[src/rtl/sdx_pkg.sv]
package sdx_pkg;

    localparam int REC_W  = 21;
    localparam int DATA_W = 16;

    typedef enum logic [2:0] {
        ST_IDLE,
        ST_FETCH,
        ST_LOW,
        ST_HIGH,
        ST_PUSH
    } sdx_state_e;

    typedef struct packed {
        logic        nopush;
        logic        drive;
        logic        wide;
        logic [1:0]  lanes;
        logic [15:0] data;
    } sdx_rec_t;

endpackage

[src/rtl/sdx_fifo.sv]
module sdx_fifo #(
    parameter int W     = 16,
    parameter int DEPTH = 4
) (
    input  logic         clk,
    input  logic         rst_n,
    input  logic         wr_en,
    input  logic [W-1:0] wr_data,
    input  logic         rd_en,
    output logic [W-1:0] rd_data,
    output logic         full,
    output logic         empty
);
    localparam int AW = (DEPTH > 1) ? $clog2(DEPTH) : 1;
    localparam int CW = AW + 1;

    logic [W-1:0]  mem [DEPTH];
    logic [AW-1:0] wr_ptr, rd_ptr;
    logic [CW-1:0] count;
    logic          do_wr, do_rd;

    assign full    = (count == CW'(DEPTH));
    assign empty   = (count == '0);
    assign do_wr   = wr_en && !full;
    assign do_rd   = rd_en && !empty;
    assign rd_data = mem[rd_ptr];

    always_ff @(posedge clk) begin
        if (do_wr) mem[wr_ptr] <= wr_data;
    end

    always_ff @(posedge clk or negedge rst_n) begin
        if (!rst_n) begin
            wr_ptr <= '0;
            rd_ptr <= '0;
            count  <= '0;
        end else begin
            if (do_wr) wr_ptr <= (wr_ptr == AW'(DEPTH - 1)) ? '0 : wr_ptr + 1'b1;
            if (do_rd) rd_ptr <= (rd_ptr == AW'(DEPTH - 1)) ? '0 : rd_ptr + 1'b1;
            count <= count + CW'(do_wr) - CW'(do_rd);
        end
    end

endmodule

[src/rtl/sdx_shifter.sv]
module sdx_shifter
    import sdx_pkg::*;
#(
    parameter int SCK_HALF = 2
) (
    input  logic        clk,
    input  logic        rst_n,
    input  sdx_rec_t    rec,
    input  logic        tx_empty,
    input  logic        rx_full,
    input  logic [3:0]  lane_in,
    output logic        tx_pop,
    output logic        rx_push,
    output logic [15:0] rx_data,
    output logic        sck,
    output logic        cs_n,
    output logic [3:0]  lane_out,
    output logic [3:0]  lane_oe,
    output logic        busy
);
    localparam int CW = (SCK_HALF > 1) ? $clog2(SCK_HALF) : 1;

    sdx_state_e    state;
    logic [CW-1:0] div_cnt;
    logic          half_end;
    logic [15:0]   tx_sh, rx_sh;
    logic [4:0]    steps_left;
    logic [1:0]    cur_lanes;
    logic          cur_drive, cur_wide, cur_nopush;
    logic          can_start;
    logic [1:0]    shamt;

    assign half_end  = (div_cnt == CW'(SCK_HALF - 1));
    assign can_start = !tx_empty && (rec.nopush || !rx_full);
    assign shamt     = (rec.lanes == 2'd0) ? 2'd0 : (rec.lanes == 2'd1) ? 2'd1 : 2'd2;

    // state register and datapath
    always_ff @(posedge clk or negedge rst_n) begin
        if (!rst_n) begin
            state      <= ST_IDLE;
            div_cnt    <= '0;
            tx_sh      <= '0;
            rx_sh      <= '0;
            steps_left <= '0;
            cur_lanes  <= '0;
            cur_drive  <= 1'b0;
            cur_wide   <= 1'b0;
            cur_nopush <= 1'b0;
        end else begin
            unique case (state)
                ST_IDLE: begin
                    if (!tx_empty) state <= ST_FETCH;
                end
                ST_FETCH: begin
                    if (tx_empty) begin
                        state <= ST_IDLE;
                    end else if (can_start) begin
                        tx_sh      <= rec.wide ? {rec.data[7:0], rec.data[15:8]}
                                               : {rec.data[7:0], 8'h00};
                        rx_sh      <= '0;
                        steps_left <= (rec.wide ? 5'd16 : 5'd8) >> shamt;
                        cur_lanes  <= rec.lanes;
                        cur_drive  <= rec.drive;
                        cur_wide   <= rec.wide;
                        cur_nopush <= rec.nopush;
                        div_cnt    <= '0;
                        state      <= ST_LOW;
                    end
                end
                ST_LOW: begin
                    if (half_end) begin
                        div_cnt    <= '0;
                        steps_left <= steps_left - 1'b1;
                        unique case (cur_lanes)
                            2'd0:    rx_sh <= {rx_sh[14:0], lane_in[1]};
                            2'd1:    rx_sh <= {rx_sh[13:0], lane_in[1:0]};
                            default: rx_sh <= {rx_sh[11:0], lane_in};
                        endcase
                        state <= ST_HIGH;
                    end else begin
                        div_cnt <= div_cnt + 1'b1;
                    end
                end
                ST_HIGH: begin
                    if (half_end) begin
                        div_cnt <= '0;
                        if (steps_left == '0) begin
                            state <= ST_PUSH;
                        end else begin
                            unique case (cur_lanes)
                                2'd0:    tx_sh <= {tx_sh[14:0], 1'b0};
                                2'd1:    tx_sh <= {tx_sh[13:0], 2'b00};
                                default: tx_sh <= {tx_sh[11:0], 4'h0};
                            endcase
                            state <= ST_LOW;
                        end
                    end else begin
                        div_cnt <= div_cnt + 1'b1;
                    end
                end
                ST_PUSH: state <= ST_FETCH;
                default: state <= ST_IDLE;
            endcase
        end
    end

    // outputs
    always_comb begin
        sck      = 1'b0;
        cs_n     = 1'b0;
        lane_out = 4'h0;
        lane_oe  = 4'h0;
        tx_pop   = 1'b0;
        rx_push  = 1'b0;
        unique case (state)
            ST_IDLE:  cs_n = 1'b1;
            ST_FETCH: tx_pop = can_start;
            ST_LOW, ST_HIGH: begin
                sck = (state == ST_HIGH);
                unique case (cur_lanes)
                    2'd0: begin
                        lane_out = {3'b000, tx_sh[15]};
                        lane_oe  = 4'b0001;
                    end
                    2'd1: begin
                        lane_out = {2'b00, tx_sh[15:14]};
                        lane_oe  = cur_drive ? 4'b0011 : 4'b0000;
                    end
                    default: begin
                        lane_out = tx_sh[15:12];
                        lane_oe  = cur_drive ? 4'b1111 : 4'b0000;
                    end
                endcase
            end
            ST_PUSH:  rx_push = !cur_nopush;
            default:  cs_n = 1'b1;
        endcase
    end

    assign busy    = !cs_n;
    assign rx_data = cur_wide ? {rx_sh[7:0], rx_sh[15:8]} : {8'h00, rx_sh[7:0]};


    no_overflow_chk: assert property (@(posedge clk) disable iff (!rst_n)
        rx_push |-> !rx_full);


    lane_hold_chk: assert property (@(posedge clk) disable iff (!rst_n)
        sck |-> $stable(lane_out));


    sck_idle_chk: assert property (@(posedge clk) disable iff (!rst_n)
        cs_n |-> !sck);


    pop_start_chk: assert property (@(posedge clk) disable iff (!rst_n)
        tx_pop |=> (!cs_n && !sck));

endmodule

[src/rtl/sdx_engine.sv]
module sdx_engine
    import sdx_pkg::*;
#(
    parameter int SCK_HALF = 2,
    parameter int TX_DEPTH = 4,
    parameter int RX_DEPTH = 2
) (
    input  logic              clk,
    input  logic              rst_n,
    input  logic              tx_wr_en,
    input  logic [REC_W-1:0]  tx_wr_data,
    output logic              tx_full,
    input  logic              rx_rd_en,
    output logic [DATA_W-1:0] rx_rd_data,
    output logic              rx_empty,
    output logic              sck,
    output logic              cs_n,
    output logic [3:0]        lane_out,
    output logic [3:0]        lane_oe,
    input  logic [3:0]        lane_in,
    output logic              busy
);
    logic [REC_W-1:0]  tx_head;
    logic              tx_empty, tx_pop;
    logic              rx_full, rx_push;
    logic [DATA_W-1:0] rx_data;
    sdx_rec_t          rec;

    assign rec = sdx_rec_t'(tx_head);

    sdx_fifo #(.W(REC_W), .DEPTH(TX_DEPTH)) i_tx_fifo (
        .clk(clk), .rst_n(rst_n),
        .wr_en(tx_wr_en), .wr_data(tx_wr_data),
        .rd_en(tx_pop), .rd_data(tx_head),
        .full(tx_full), .empty(tx_empty)
    );

    sdx_fifo #(.W(DATA_W), .DEPTH(RX_DEPTH)) i_rx_fifo (
        .clk(clk), .rst_n(rst_n),
        .wr_en(rx_push), .wr_data(rx_data),
        .rd_en(rx_rd_en), .rd_data(rx_rd_data),
        .full(rx_full), .empty(rx_empty)
    );

    sdx_shifter #(.SCK_HALF(SCK_HALF)) i_shifter (
        .clk(clk), .rst_n(rst_n),
        .rec(rec), .tx_empty(tx_empty), .rx_full(rx_full),
        .lane_in(lane_in),
        .tx_pop(tx_pop), .rx_push(rx_push), .rx_data(rx_data),
        .sck(sck), .cs_n(cs_n),
        .lane_out(lane_out), .lane_oe(lane_oe), .busy(busy)
    );


    nopush_empty_chk: assert property (@(posedge clk) disable iff (!rst_n)
        (rx_empty && !rx_push) |=> rx_empty);

endmodule

[config.mk]
export PLATFORM = sky130hd
export DESIGN_NAME = sdx_engine
export DESIGN_NICKNAME = d
export VERILOG_FILES = /design/src/rtl/sdx_pkg.sv /design/src/rtl/sdx_fifo.sv /design/src/rtl/sdx_shifter.sv /design/src/rtl/sdx_engine.sv
export SDC_FILE = /design/constraint.sdc
export NUM_CORES = 1
export LEC_CHECK = 0
export ABC_AREA = 0
export BUFFER_PORTS_ARGS = -buffer_cell sky130_fd_sc_hd__buf_2
export CAP_MARGIN = 20
export CORE_MARGIN = 10
export CORE_UTILIZATION = 28
export DETAILED_ROUTE_END_ITERATION = 12
export GPL_TIMING_DRIVEN = 0
export PLACE_DENSITY_LB_ADDON = 0.25
export SLEW_MARGIN = 10
export SYNTH_ARGS = -nofsm -noshare
export SYNTH_HDL_FRONTEND = slang
export SYNTH_SLANG_ARGS = --single-unit
[constraint.sdc]
create_clock -name clk -period 3.1 [get_ports clk]
set_clock_uncertainty 0.15 [all_clocks]
set_input_delay 0.31 -clock clk [delete_from_list [all_inputs] [get_ports clk]]
set_output_delay 0.31 -clock clk [all_outputs]
set_load 0.05 [all_outputs]
==> reports/metrics.csv, run 1 <==
metric,value,unit
critical path class,reg -> out,
FMAX,352.1,MHz
Mapped Avg Cell Area,13.87,um2
final setup vio count,0,
Finished Layout Cells,1086,
status,"complete, no violations",
sequential-to-total area share from yosys stat,60.42,%
Area Overhead vs Synth,20.75,%
"worst slack, placed",0.08037,ns
"Top FF cell, synth",edfxtp_1,
TritonCTS buffer count,17,
Area contributors post-synth,"edfxtp_1, dfrtp_1, mux2_2",
endpoints failing hold,0,
# IOs,58,
total gr overflow,0,
Reg-to-Reg Start,i_tx_fifo.rd_ptr[0],
launch point of the worst path,i_shifter.cur_lanes[0],
clk buf depth,2,
Rows,62,
Seq pwr share,34.2,%
Initial DRT Pass Iterations,5,
Tot Pwr,9.997,mW
Worst-path clk slew,0.08,ns
DR iter-0 viols,273,
RD Place Congestion,0.7864,
largest area contributor in the netlist,edfxtp_1,
Post-synth EDFFs,116,
n_diodes,0,
Critical Path End Type,primary output,
vias post-DR,4988,
worst skew pair latency,0.44,ns
antenna violations before repair,0,
hold_sp,lane_in[2],
DR WL/cell,17.47,um
Synth Warn #,0,
Static Leak,3.775,nW
Slew Limit Fails,0,
GRT Overall Usage,10.73,%
final period utilization,91.62,%
Die Width,190.4,um
number of post-CTS setup repair buffers,0,
VDD IR max,0.3828,mV
Post-Place Cells,1032,
Critical Path RT,2.64,ns
Core Area,28700,um2
Buffers on Ports,57,
vias in the first global route,5116,
crit path max fanout,10,
synthesized instance count,586,
die area,36240,um2
CTS Sinks,173,
PD cells,1019,nW/um2
"flops & latches, synth",173,
setup slack after layout,0.2599,ns
RSZ-0062 raised after global routing,false,
share of power burned in combinational logic,44.3,%
Async SR Flop Fraction,32.95,%
Clock Power Share,21.4,%
Via density,4.593,
CP Launch Type,flop,
Root Driver,clkbuf_16,
number of library cell types mapped by synthesis,58,
setup_tns,0,ns
largest net degree at the start of global routing,57,
share of the synthesized area in the top cell type,42.86,%
HPWL after DPL,13250,um
H-tree Lvls,4,
post-route ant nets,0,
Hold WS,0.02308,ns
type of the worst min-delay path,in -> reg,
P_sw,4.087,mW
TritonCTS clock tree,yes,
first-pass GRT wire length,30100,um
worst rel slew slack,44.21,%
initial core utilization,28.31,%
Worst EP arrival,2.38,ns
synthesized net count,628,
# DRC,0,
Nets,731,
fraction of power spent switching nets,40.88,%
maxcap violations,0,
Die Ht,190.4,um
mapped cell area,8127,um2
minimum clock period,2.840,ns
Slew @ Worst Pin,0.8331,ns
proportion of layout cells with a drive suffix above 1,28.21,%
Int Power,5.910,mW
WL final,18970,um
## synthesized netlist by cell type (3+ instances only)
cell type,instances
or3_1,3
nor3b_1,4
edfxtp_1,116
buf_2,14
dfrtp_1,57
buf_6,3
o21ai_0,44
and2_1,15
a32oi_1,3
o221ai_1,3
and3_1,5
mux2_2,48
clkbuf_1,19
nand3_1,4
buf_4,5
mux2_4,10
nor4b_1,3
nor4_1,4
mux2i_1,42
inv_1,17
o211ai_1,15
mux4_2,12
xor2_1,3
nand2_1,46
a21oi_1,9
a32o_1,4
xnor2_1,5
ha_1,12
a221o_1,4
nor2b_1,7
nor2_1,15
## worst max-delay path, stage by stage (launching register included)
cell     delay [ns]
dfrtp_1        0.36
buf_2          0.18
buf_2          0.21
buf_4          0.22
nor2_1         0.45
nor2_1         0.08
nor2_1         0.15
buf_2          0.29
## through the flow
| stage | utilization (%) | instance area [um2] |
|---|---|---|
| 2_1_floorplan | - | 8127 |
| 3_3_place_gp | 30.98 | 8892 |
| 3_5_place_dp | 31.30 | 8985 |
| 4_1_cts | 34.16 | 9804 |
| 5_1_grt | 34.19 | 9813 |
| 6_report | 34.19 | 9813 |
## layout by cell type (no fill, tap or decap), types with 4 or more instances in the layout
master and count:
edfxtp_1 116, buf_2 70, dfrtp_1 57, mux2_2 48, nand2_1 46, o21ai_0 44
mux2i_1 41, dlygate4sd3_1 22, clkbuf_1 20, inv_1 17, clkbuf_16 17, and2_1 15
nor2_1 15, o211ai_1 15, mux4_2 12, ha_1 12, mux2_4 10, a21oi_1 9
buf_4 6, nor2b_1 6, and3_1 5, xnor2_1 5, clkinv_8 5, nor3b_1 4
nand3_1 4, a32o_1 4, nor4_1 4, a221o_1 4, inv_8 4, clkinv_4 4
buf_8 4
## worst paths after layout
check	to	slack [ns]	cells after the start
max	lane_oe[0]	0.26	7
min	i_shifter.rx_sh[2]	0.02	3
max reg2reg	i_tx_fifo.count[2]	0.28	11
min reg2reg	i_rx_fifo.wr_ptr	0.36	1
max in group asynchronous	i_shifter.tx_sh[2]	2.26	3
min in group asynchronous	i_rx_fifo.rd_ptr	0.06	2
## cell families (layout without fill, tap and decap cells)
family | Yosys count | after routing | share of synthesized area (%)
flops | 173 | 173 | 60.42
simple gates | 123 | 123 | 8.145
mux | 112 | 112 | 17.00
compound gates | 99 | 99 | 8.083
buf+inv | 58 | 174 | 3.403
fa+ha+maj | 13 | 13 | 2.094
xor+xnor | 8 | 8 | 0.8622
## power by group through the flow
stage	clock (mW)	combinational (mW)	sequential, mW
after floorplan	0	3.36	3.33
after global placement	0	4.39	3.47
after detailed placement	0	4.46	3.47
after CTS	2.18	4.50	3.42
after global routing	2.30	4.88	3.48
final	2.14	4.43	3.42
## cell type report
type	instances	area, um2
plain buffers	41	212.7
clock buffers	18	429.2
clock inverters	14	170.2
fillers	2837	18890
inverters	17	63.81
multi-input cells	355	2952
flip-flops and latches	173	4910
well taps	384	480.5
repair buffers	84	595.6
## sequential cells by signal, indices dropped and copies added (netlist names), 2 cells and up
name	count
i_rx_fifo.mem	32
i_rx_fifo.count	2
i_tx_fifo.count	3
i_tx_fifo.rd_ptr	2
i_tx_fifo.mem	84
i_shifter.cur_lanes	2
i_shifter.tx_sh	16
i_shifter.rx_sh	16
i_shifter.steps_left	5
i_tx_fifo.wr_ptr	2
i_shifter.state	3
## routing by layer
layer  up-vias  wire, um  GRT usage (%)
li1       2416         -              -
met1      2471      8964          14.13
met2        81      9077          16.99
met3        20       693          2.707
met4         0       235          3.240
met5         -         0              0
## repair_timing
item	CTS	global route
endpoints found under the hold margin	141	0
hold buffers	22	0
resized for setup	0	2
endpoints found under the setup margin	0	2
(Power assumes the default switching activity.)
==> inputs of run 2 (changes only) <==
--- a/config.mk
+++ b/config.mk
@@ -16,4 +16,5 @@
 export SLEW_MARGIN = 10
 export SYNTH_ARGS = -nofsm -noshare
 export SYNTH_HDL_FRONTEND = slang
+export SYNTH_HIERARCHICAL = 1
 export SYNTH_SLANG_ARGS = --single-unit
==> reports/metrics.csv, run 2 <==
metric,value,unit,change
Via density,4.543,,-1.1%
"most used cell, CP",inv_1,,
largest net degree at the start of global routing,58,,+1.8%
"count leader, synth",edfxtp_1,,
Slew @ Worst Pin,0.8270,ns,-0.006123 ns
Critical Path RT,3.31,ns,+0.67 ns
mapped cell area,8003,um2,-1.5%
RSZ-0062 raised after global routing,false,,
Die Width,189.1,um,-0.68%
Finished Layout Cells,1082,,-0.37%
FILL cells,2731,,-3.7%
Rows,61,,-1.6%
Async SR Flop Fraction,32.95,%,unchanged
vias post-DR,4915,,-1.5%
DR iter-0 viols,223,,-18%
H-tree Lvls,4,,unchanged
Post-synth EDFFs,116,,unchanged
Area Overhead vs Synth,21.76,%,
most frequent cells in the layout,"edfxtp_1, buf_2, o21ai_0",,
Root Driver,clkbuf_16,,
first-pass GRT wire length,28700,um,-4.6%
Worst EP arrival,3.21,ns,+0.83 ns
Tot Pwr,10.06,mW,+0.60%
CP Launch Type,flop,,
RD Place Congestion,0.7520,,-4.4%
proportion of layout cells with a drive suffix above 1,26.14,%,-2.1 points
Static Leak,3.747,nW,-0.74%
area of the multi-input gates,2821,um2,-4.4%
setup_tns,0,ns,unchanged
CTS Sinks,173,,unchanged
Hold WS,0.08440,ns,+0.06133 ns
# DRC,0,,unchanged
crit path max fanout,6,,-4
Top Registers,"i_tx_fifo/mem x84, i_rx_fifo/mem x32",,
minimum clock period,2.998,ns,+0.1576 ns
number of library cell types mapped by synthesis,51,,-12%
Mapped Avg Cell Area,13.73,um2,-1.0%
CP max-delay cell,mux4_2,,
synth cell count leaders,"edfxtp_1, o21ai_0, nand2_1",,
FMAX,333.6,MHz,-5.3%
worst skew pair latency,0.43,ns,about the same
initial core utilization,28.57,%,+0.26 points
TritonCTS clock tree,yes,,
final core occ,34.79,%,+0.60 points
die area,35740,um2,-1.4%
clk buf depth,2,,unchanged
Post-Place Cells,1021,,-1.1%
DR WL/cell,16.47,um,-5.7%
share of the synthesized area in the top cell type,43.53,%,+0.66 points
register area,4910,um2,unchanged
endpoints failing hold,0,,unchanged
Area contributors post-synth,"edfxtp_1, dfrtp_1, mux4_2",,
worst rel slew slack,44.81,%,+0.60 points
Buffers on Ports,57,,unchanged
"CP delay by family, top",adder cells,,
VDD IR max,0.4516,mV,+18%
status,"complete, no violations",,
vias in the first global route,5079,,-0.72%
CP cell instances,buf_6 > buf_12 > mux4_2 > nand2b_4 > nand2_8 > inv_1 > nand2b_4 > inv_1 > ha_1 > inv_1 > ha_1 > fa_1 > xnor2_1 > xnor2_1,,
WL final,17820,um,-6.1%
"most common cell after layout, fill and taps aside",edfxtp_1,,
n_diodes,0,,unchanged
Core Area,28010,um2,-2.4%
worst path buffer plus inverter count,5,,+1
most flop-heavy register,i_tx_fifo/mem,,
HPWL after DPL,12320,um,-7.0%
Slew Limit Fails,0,,unchanged
PD cells,1032,nW/um2,+1.3%
"flops & latches, synth",173,,unchanged
Synth Warn #,6,,+6
r2r setup slk,0.10,ns,-0.18 ns
type of the worst min-delay path,in -> reg,,
final setup vio count,0,,unchanged
Critical Path End Type,flop,,
"Top FF cell, synth",edfxtp_1,,
sequential-to-total area share from yosys stat,61.35,%,+0.94 points
# IOs,58,,unchanged
total gr overflow,0,,unchanged
final period utilization,96.70,%,+5.1 points
critical path class,reg -> reg,,
Nets,733,,+0.27%
GRT Overall Usage,10.13,%,-0.60 points
Critical Path Max Stage Delay,0.52,ns,+0.07 ns
synthesized net count,625,,-0.48%
maxcap violations,0,,unchanged
synthesized instance count,583,,-0.51%
TritonCTS buffer count,17,,unchanged
largest area contributor in the netlist,edfxtp_1,,
max reg flops,84,,unchanged
Initial DRT Pass Iterations,5,,unchanged
Die Ht,189.1,um,-0.68%
Worst-path clk slew,0.07,ns,about the same
post-route ant nets,0,,unchanged
antenna violations before repair,0,,unchanged
==> run 2: area by class of cell <==
cell class | instances | area share, %
clock buffer | 17 | 4.366
buffer | 36 | 2.440
inverter | 20 | 0.7704
timing repair buffer | 89 | 6.677
tap | 378 | 4.854
clock inverter | 15 | 1.554
multi-input combinational | 354 | 28.95
sequential | 173 | 50.39
==> run 2: path summary, 6_finish.rpt <==
path                                     start             endpoint  cells after the start
setup / recovery           i_tx_fifo/rd_ptr[0]   i_tx_fifo/count[2]                     14
hold / removal                        rx_rd_en     i_rx_fifo/rd_ptr                      3
setup reg to reg           i_tx_fifo/rd_ptr[0]   i_tx_fifo/count[2]                     14
hold reg to reg             i_rx_fifo/count[1]   i_rx_fifo/count[1]                      1
max in group asynchronous                rst_n  i_shifter/tx_sh[14]                      2
min in group asynchronous                rst_n     i_rx_fifo/rd_ptr                      2
==> run 2: cells by family (layout without fill, tap and decap cells) <==
group	count (synthesis)	in the layout	synth area share (%)
xor+xnor	8	8	0.8756
buf+inv	56	177	3.877
compound gates	107	107	8.036
flops	173	173	61.35
fa+ha+maj	13	13	2.126
mux	84	84	14.93
simple gates	142	142	8.802
==> run 2: metrics by stage <==
| step | area [um2] | setup slack [ns] |
|---|---|---|
| detailed placement | 8836 | -0.3484 |
| global route | 9744 | 0.0001836 |
| finish | 9744 | 0.1023 |
| global placement | 8761 | -0.3598 |
| floorplan | 8003 | 0.05684 |
| CTS | 9701 | 0.002916 |
==> run 2: timing repair <==
item                                    CTS  global route
resized for setup                         6             2
hold endpoints to repair                142             0
endpoints found under the setup margin    2             1
hold buffers                             23             0
buffers inserted                          4             0
pin swaps                                 1             1
==> run 2: worst reg2reg max path, delay by kind of cell, from the launching register on <==
kind | cells | cell delay, ns
buf+inv | 5 | 0.38
xor+xnor | 2 | 0.31
fa+ha+maj | 3 | 0.81
mux | 1 | 0.52
flops | 1 | 0.38
simple gates | 3 | 0.38
==> run 2: where the power goes <==
part | total, mW | internal, mW | switching [mW]
registers | 3.49 | 3.09 | 0.404
clock network | 2.07 | 1.07 | 1.00
logic | 4.49 | 1.80 | 2.70
total | 10.1 | 5.95 | 4.10
==> run 2: routing by layer <==
layer  vias up  global-route usage, %  wire (um)
met1      2454                  13.02       8446
met2        79                  16.45       8606
met4         0                  3.053        102
met5         -                      0          0
li1       2375                      -          -
met3         7                  2.536        665
==> inputs of run 3 (changes only) <==
==> constraint.sdc (replaced) <==
create_clock -name clk -period 3.1 [get_ports clk]
set_clock_uncertainty 0.15 [all_clocks]
set_input_delay 0.62 -clock clk [delete_from_list [all_inputs] [get_ports clk]]
set_output_delay 0.62 -clock clk [all_outputs]
set_load 0.05 [all_outputs]
==> reports/metrics.csv, run 3 (synthesized netlist as in run 2, its figures left out) <==
metric,value,unit,change
status,"complete, no violations",,
"most common cell after layout, fill and taps aside",edfxtp_1,,
final setup vio count,0,,unchanged
most frequent cells in the layout,"edfxtp_1, buf_2, o21ai_0",,
crit path max fanout,6,,unchanged
Critical Path RT,3.31,ns,about the same
# IOs,58,,unchanged
Rows,61,,unchanged
maxcap violations,0,,unchanged
r2r setup slk,0.12,ns,about the same
PD cells,1054,nW/um2,+2.2%
Critical Path End Type,flop,,
Reg2Reg Depth,14,,unchanged
DR WL/cell,16.60,um,+0.80%
FILL cells,2748,,+0.62%
n_diodes,0,,unchanged
area of the multi-input gates,2824,um2,about the same
Top Registers,"i_tx_fifo/mem x84, i_rx_fifo/mem x32",,
worst rel slew slack,44.56,%,-0.25 points
CTS Sinks,173,,unchanged
capturing point of the worst reg2reg path,i_tx_fifo/count[2],,
CP cell instances,buf_6 > buf_12 > mux4_2 > nand2b_4 > nand2_8 > inv_1 > nand2b_4 > inv_1 > ha_1 > inv_1 > ha_1 > fa_2 > xnor2_1 > xnor2_1,,
type of the worst min-delay path,in -> async,,
HPWL after DPL,12320,um,unchanged
DR iter-0 viols,217,,-2.7%
Slew Limit Fails,0,,unchanged
Core Area,28010,um2,unchanged
CP Launch Type,flop,,
Critical Path Max Stage Delay,0.53,ns,about the same
FMAX,335.1,MHz,+0.44%
CP max-delay cell,mux4_2,,
Slew @ Worst Pin,0.8306,ns,+0.003685 ns
RD Place Congestion,0.7520,,unchanged
Worst EP arrival,3.19,ns,-0.02 ns
post-route ant nets,0,,unchanged
worst path buffer plus inverter count,5,,unchanged
Die Ht,189.1,um,unchanged
proportion of layout cells with a drive suffix above 1,27.63,%,+1.5 points
"most used cell, CP",inv_1,,
Reg-to-Reg Start,i_tx_fifo/rd_ptr[0],,
"CP delay by family, top",adder cells,,
die area,35740,um2,unchanged
Initial DRT Pass Iterations,4,,-1
most flop-heavy register,i_tx_fifo/mem,,
antenna violations before repair,0,,unchanged
vias post-DR,4840,,-1.5%
Worst-path clk slew,0.07,ns,about the same
Die Width,189.1,um,unchanged
TritonCTS buffer count,17,,unchanged
# DRC,0,,unchanged
H-tree Lvls,4,,unchanged
Buffers on Ports,57,,unchanged
final period utilization,96.28,%,-0.42 points
Tot Pwr,10.06,mW,about the same
setup_tns,0,ns,unchanged
endpoints failing hold,0,,unchanged
max reg flops,84,,unchanged
Static Leak,3.668,nW,-2.1%
register area,4910,um2,unchanged
RSZ-0062 raised after global routing,false,,
largest net degree at the start of global routing,58,,unchanged
GRT Overall Usage,10.01,%,-0.12 points
first-pass GRT wire length,28290,um,-1.4%
initial core utilization,28.57,%,unchanged
total gr overflow,0,,unchanged
critical path class,reg -> reg,,
worst skew pair latency,0.43,ns,about the same
Via density,4.557,,+0.33%
TritonCTS clock tree,yes,,
VDD IR max,0.4504,mV,-0.28%
clk buf depth,2,,unchanged
minimum clock period,2.985,ns,-0.01317 ns
Area Overhead vs Synth,19.25,%,
Root Driver,clkbuf_16,,
vias in the first global route,4956,,-2.4%
WL final,17630,um,-1.1%
Nets,713,,-2.7%
-- run 3: cell count changes in the layout (fill, tap and decap cells not counted) --
cell / delta
buf_1: -1
fa_2: +1
fa_1: -1
buf_4: +4
dlygate4sd3_1: -23
-- run 3: metrics by stage --
step,utilization (%),std cells,hold WS [ns],setup slack (ns),cell area (um2)
2_1_floorplan,-,583,0.1744,0.05684,8003
3_3_place_gp,31.28,1018,0.3265,-0.3598,8761
3_5_place_dp,31.55,1021,0.3445,-0.3484,8836
4_1_cts,33.72,1054,0.1378,-0.07580,9447
5_1_grt,34.07,1062,0.1753,0.01564,9543
6_report,34.07,1062,0.1043,0.1155,9543
-- run 3: worst max path at each step --
stage                             start                  to  depth (start not counted)
finish              i_tx_fifo/rd_ptr[0]  i_tx_fifo/count[2]                         14
global route        i_tx_fifo/rd_ptr[0]  i_tx_fifo/count[2]                         14
CTS                 i_tx_fifo/rd_ptr[0]  i_tx_fifo/count[2]                         14
detailed placement  i_tx_fifo/rd_ptr[0]  i_tx_fifo/count[2]                         14
global placement    i_tx_fifo/rd_ptr[0]  i_tx_fifo/count[2]                         14
floorplan           i_tx_fifo/rd_ptr[0]  i_tx_fifo/count[2]                         14
-- run 3: per-layer routing --
layer | part of all wire (%) | up-vias | global-route usage, %
met5 | 0 | - | 0
li1 | - | 2332 | -
met4 | 0.37 | 0 | 3.053
met3 | 4.1 | 4 | 2.664
met2 | 48 | 79 | 16.14
met1 | 47 | 2425 | 12.85
-- run 3: worst reg2reg max path, stage by stage, from the launching register on --
cell	delay [ns]
dfrtp_1	0.38
buf_6	0.13
buf_12	0.10
mux4_2	0.53
nand2b_4	0.20
nand2_8	0.09
inv_1	0.07
nand2b_4	0.09
inv_1	0.05
ha_1	0.26
inv_1	0.04
ha_1	0.18
fa_2	0.33
xnor2_1	0.19
xnor2_1	0.13
-- run 3: power by group --
group	switching, mW	internal, mW	total, mW
Clock	0.999	1.07	2.07
Combinational	2.69	1.81	4.50
Sequential	0.403	3.09	3.49
Total	4.10	5.97	10.1
-- run 3: layout make-up --
cell class / instances / share of cell area [%]
Clock inverter: 15 / 1.586
Multi-Input combinational cell: 354 / 29.59
Sequential cell: 173 / 51.45
Tap cell: 378 / 4.956
Inverter: 20 / 0.7867
Buffer: 35 / 2.452
Timing Repair Buffer: 70 / 4.720
Clock buffer: 17 / 4.458
-- run 3: repair_timing --
item	CTS	global route
buffers inserted	2	6
hold buffers	0	0
gates cloned	0	0
pin swaps	0	1
gates resized for setup	5	4
endpoints found under the setup margin	3	1
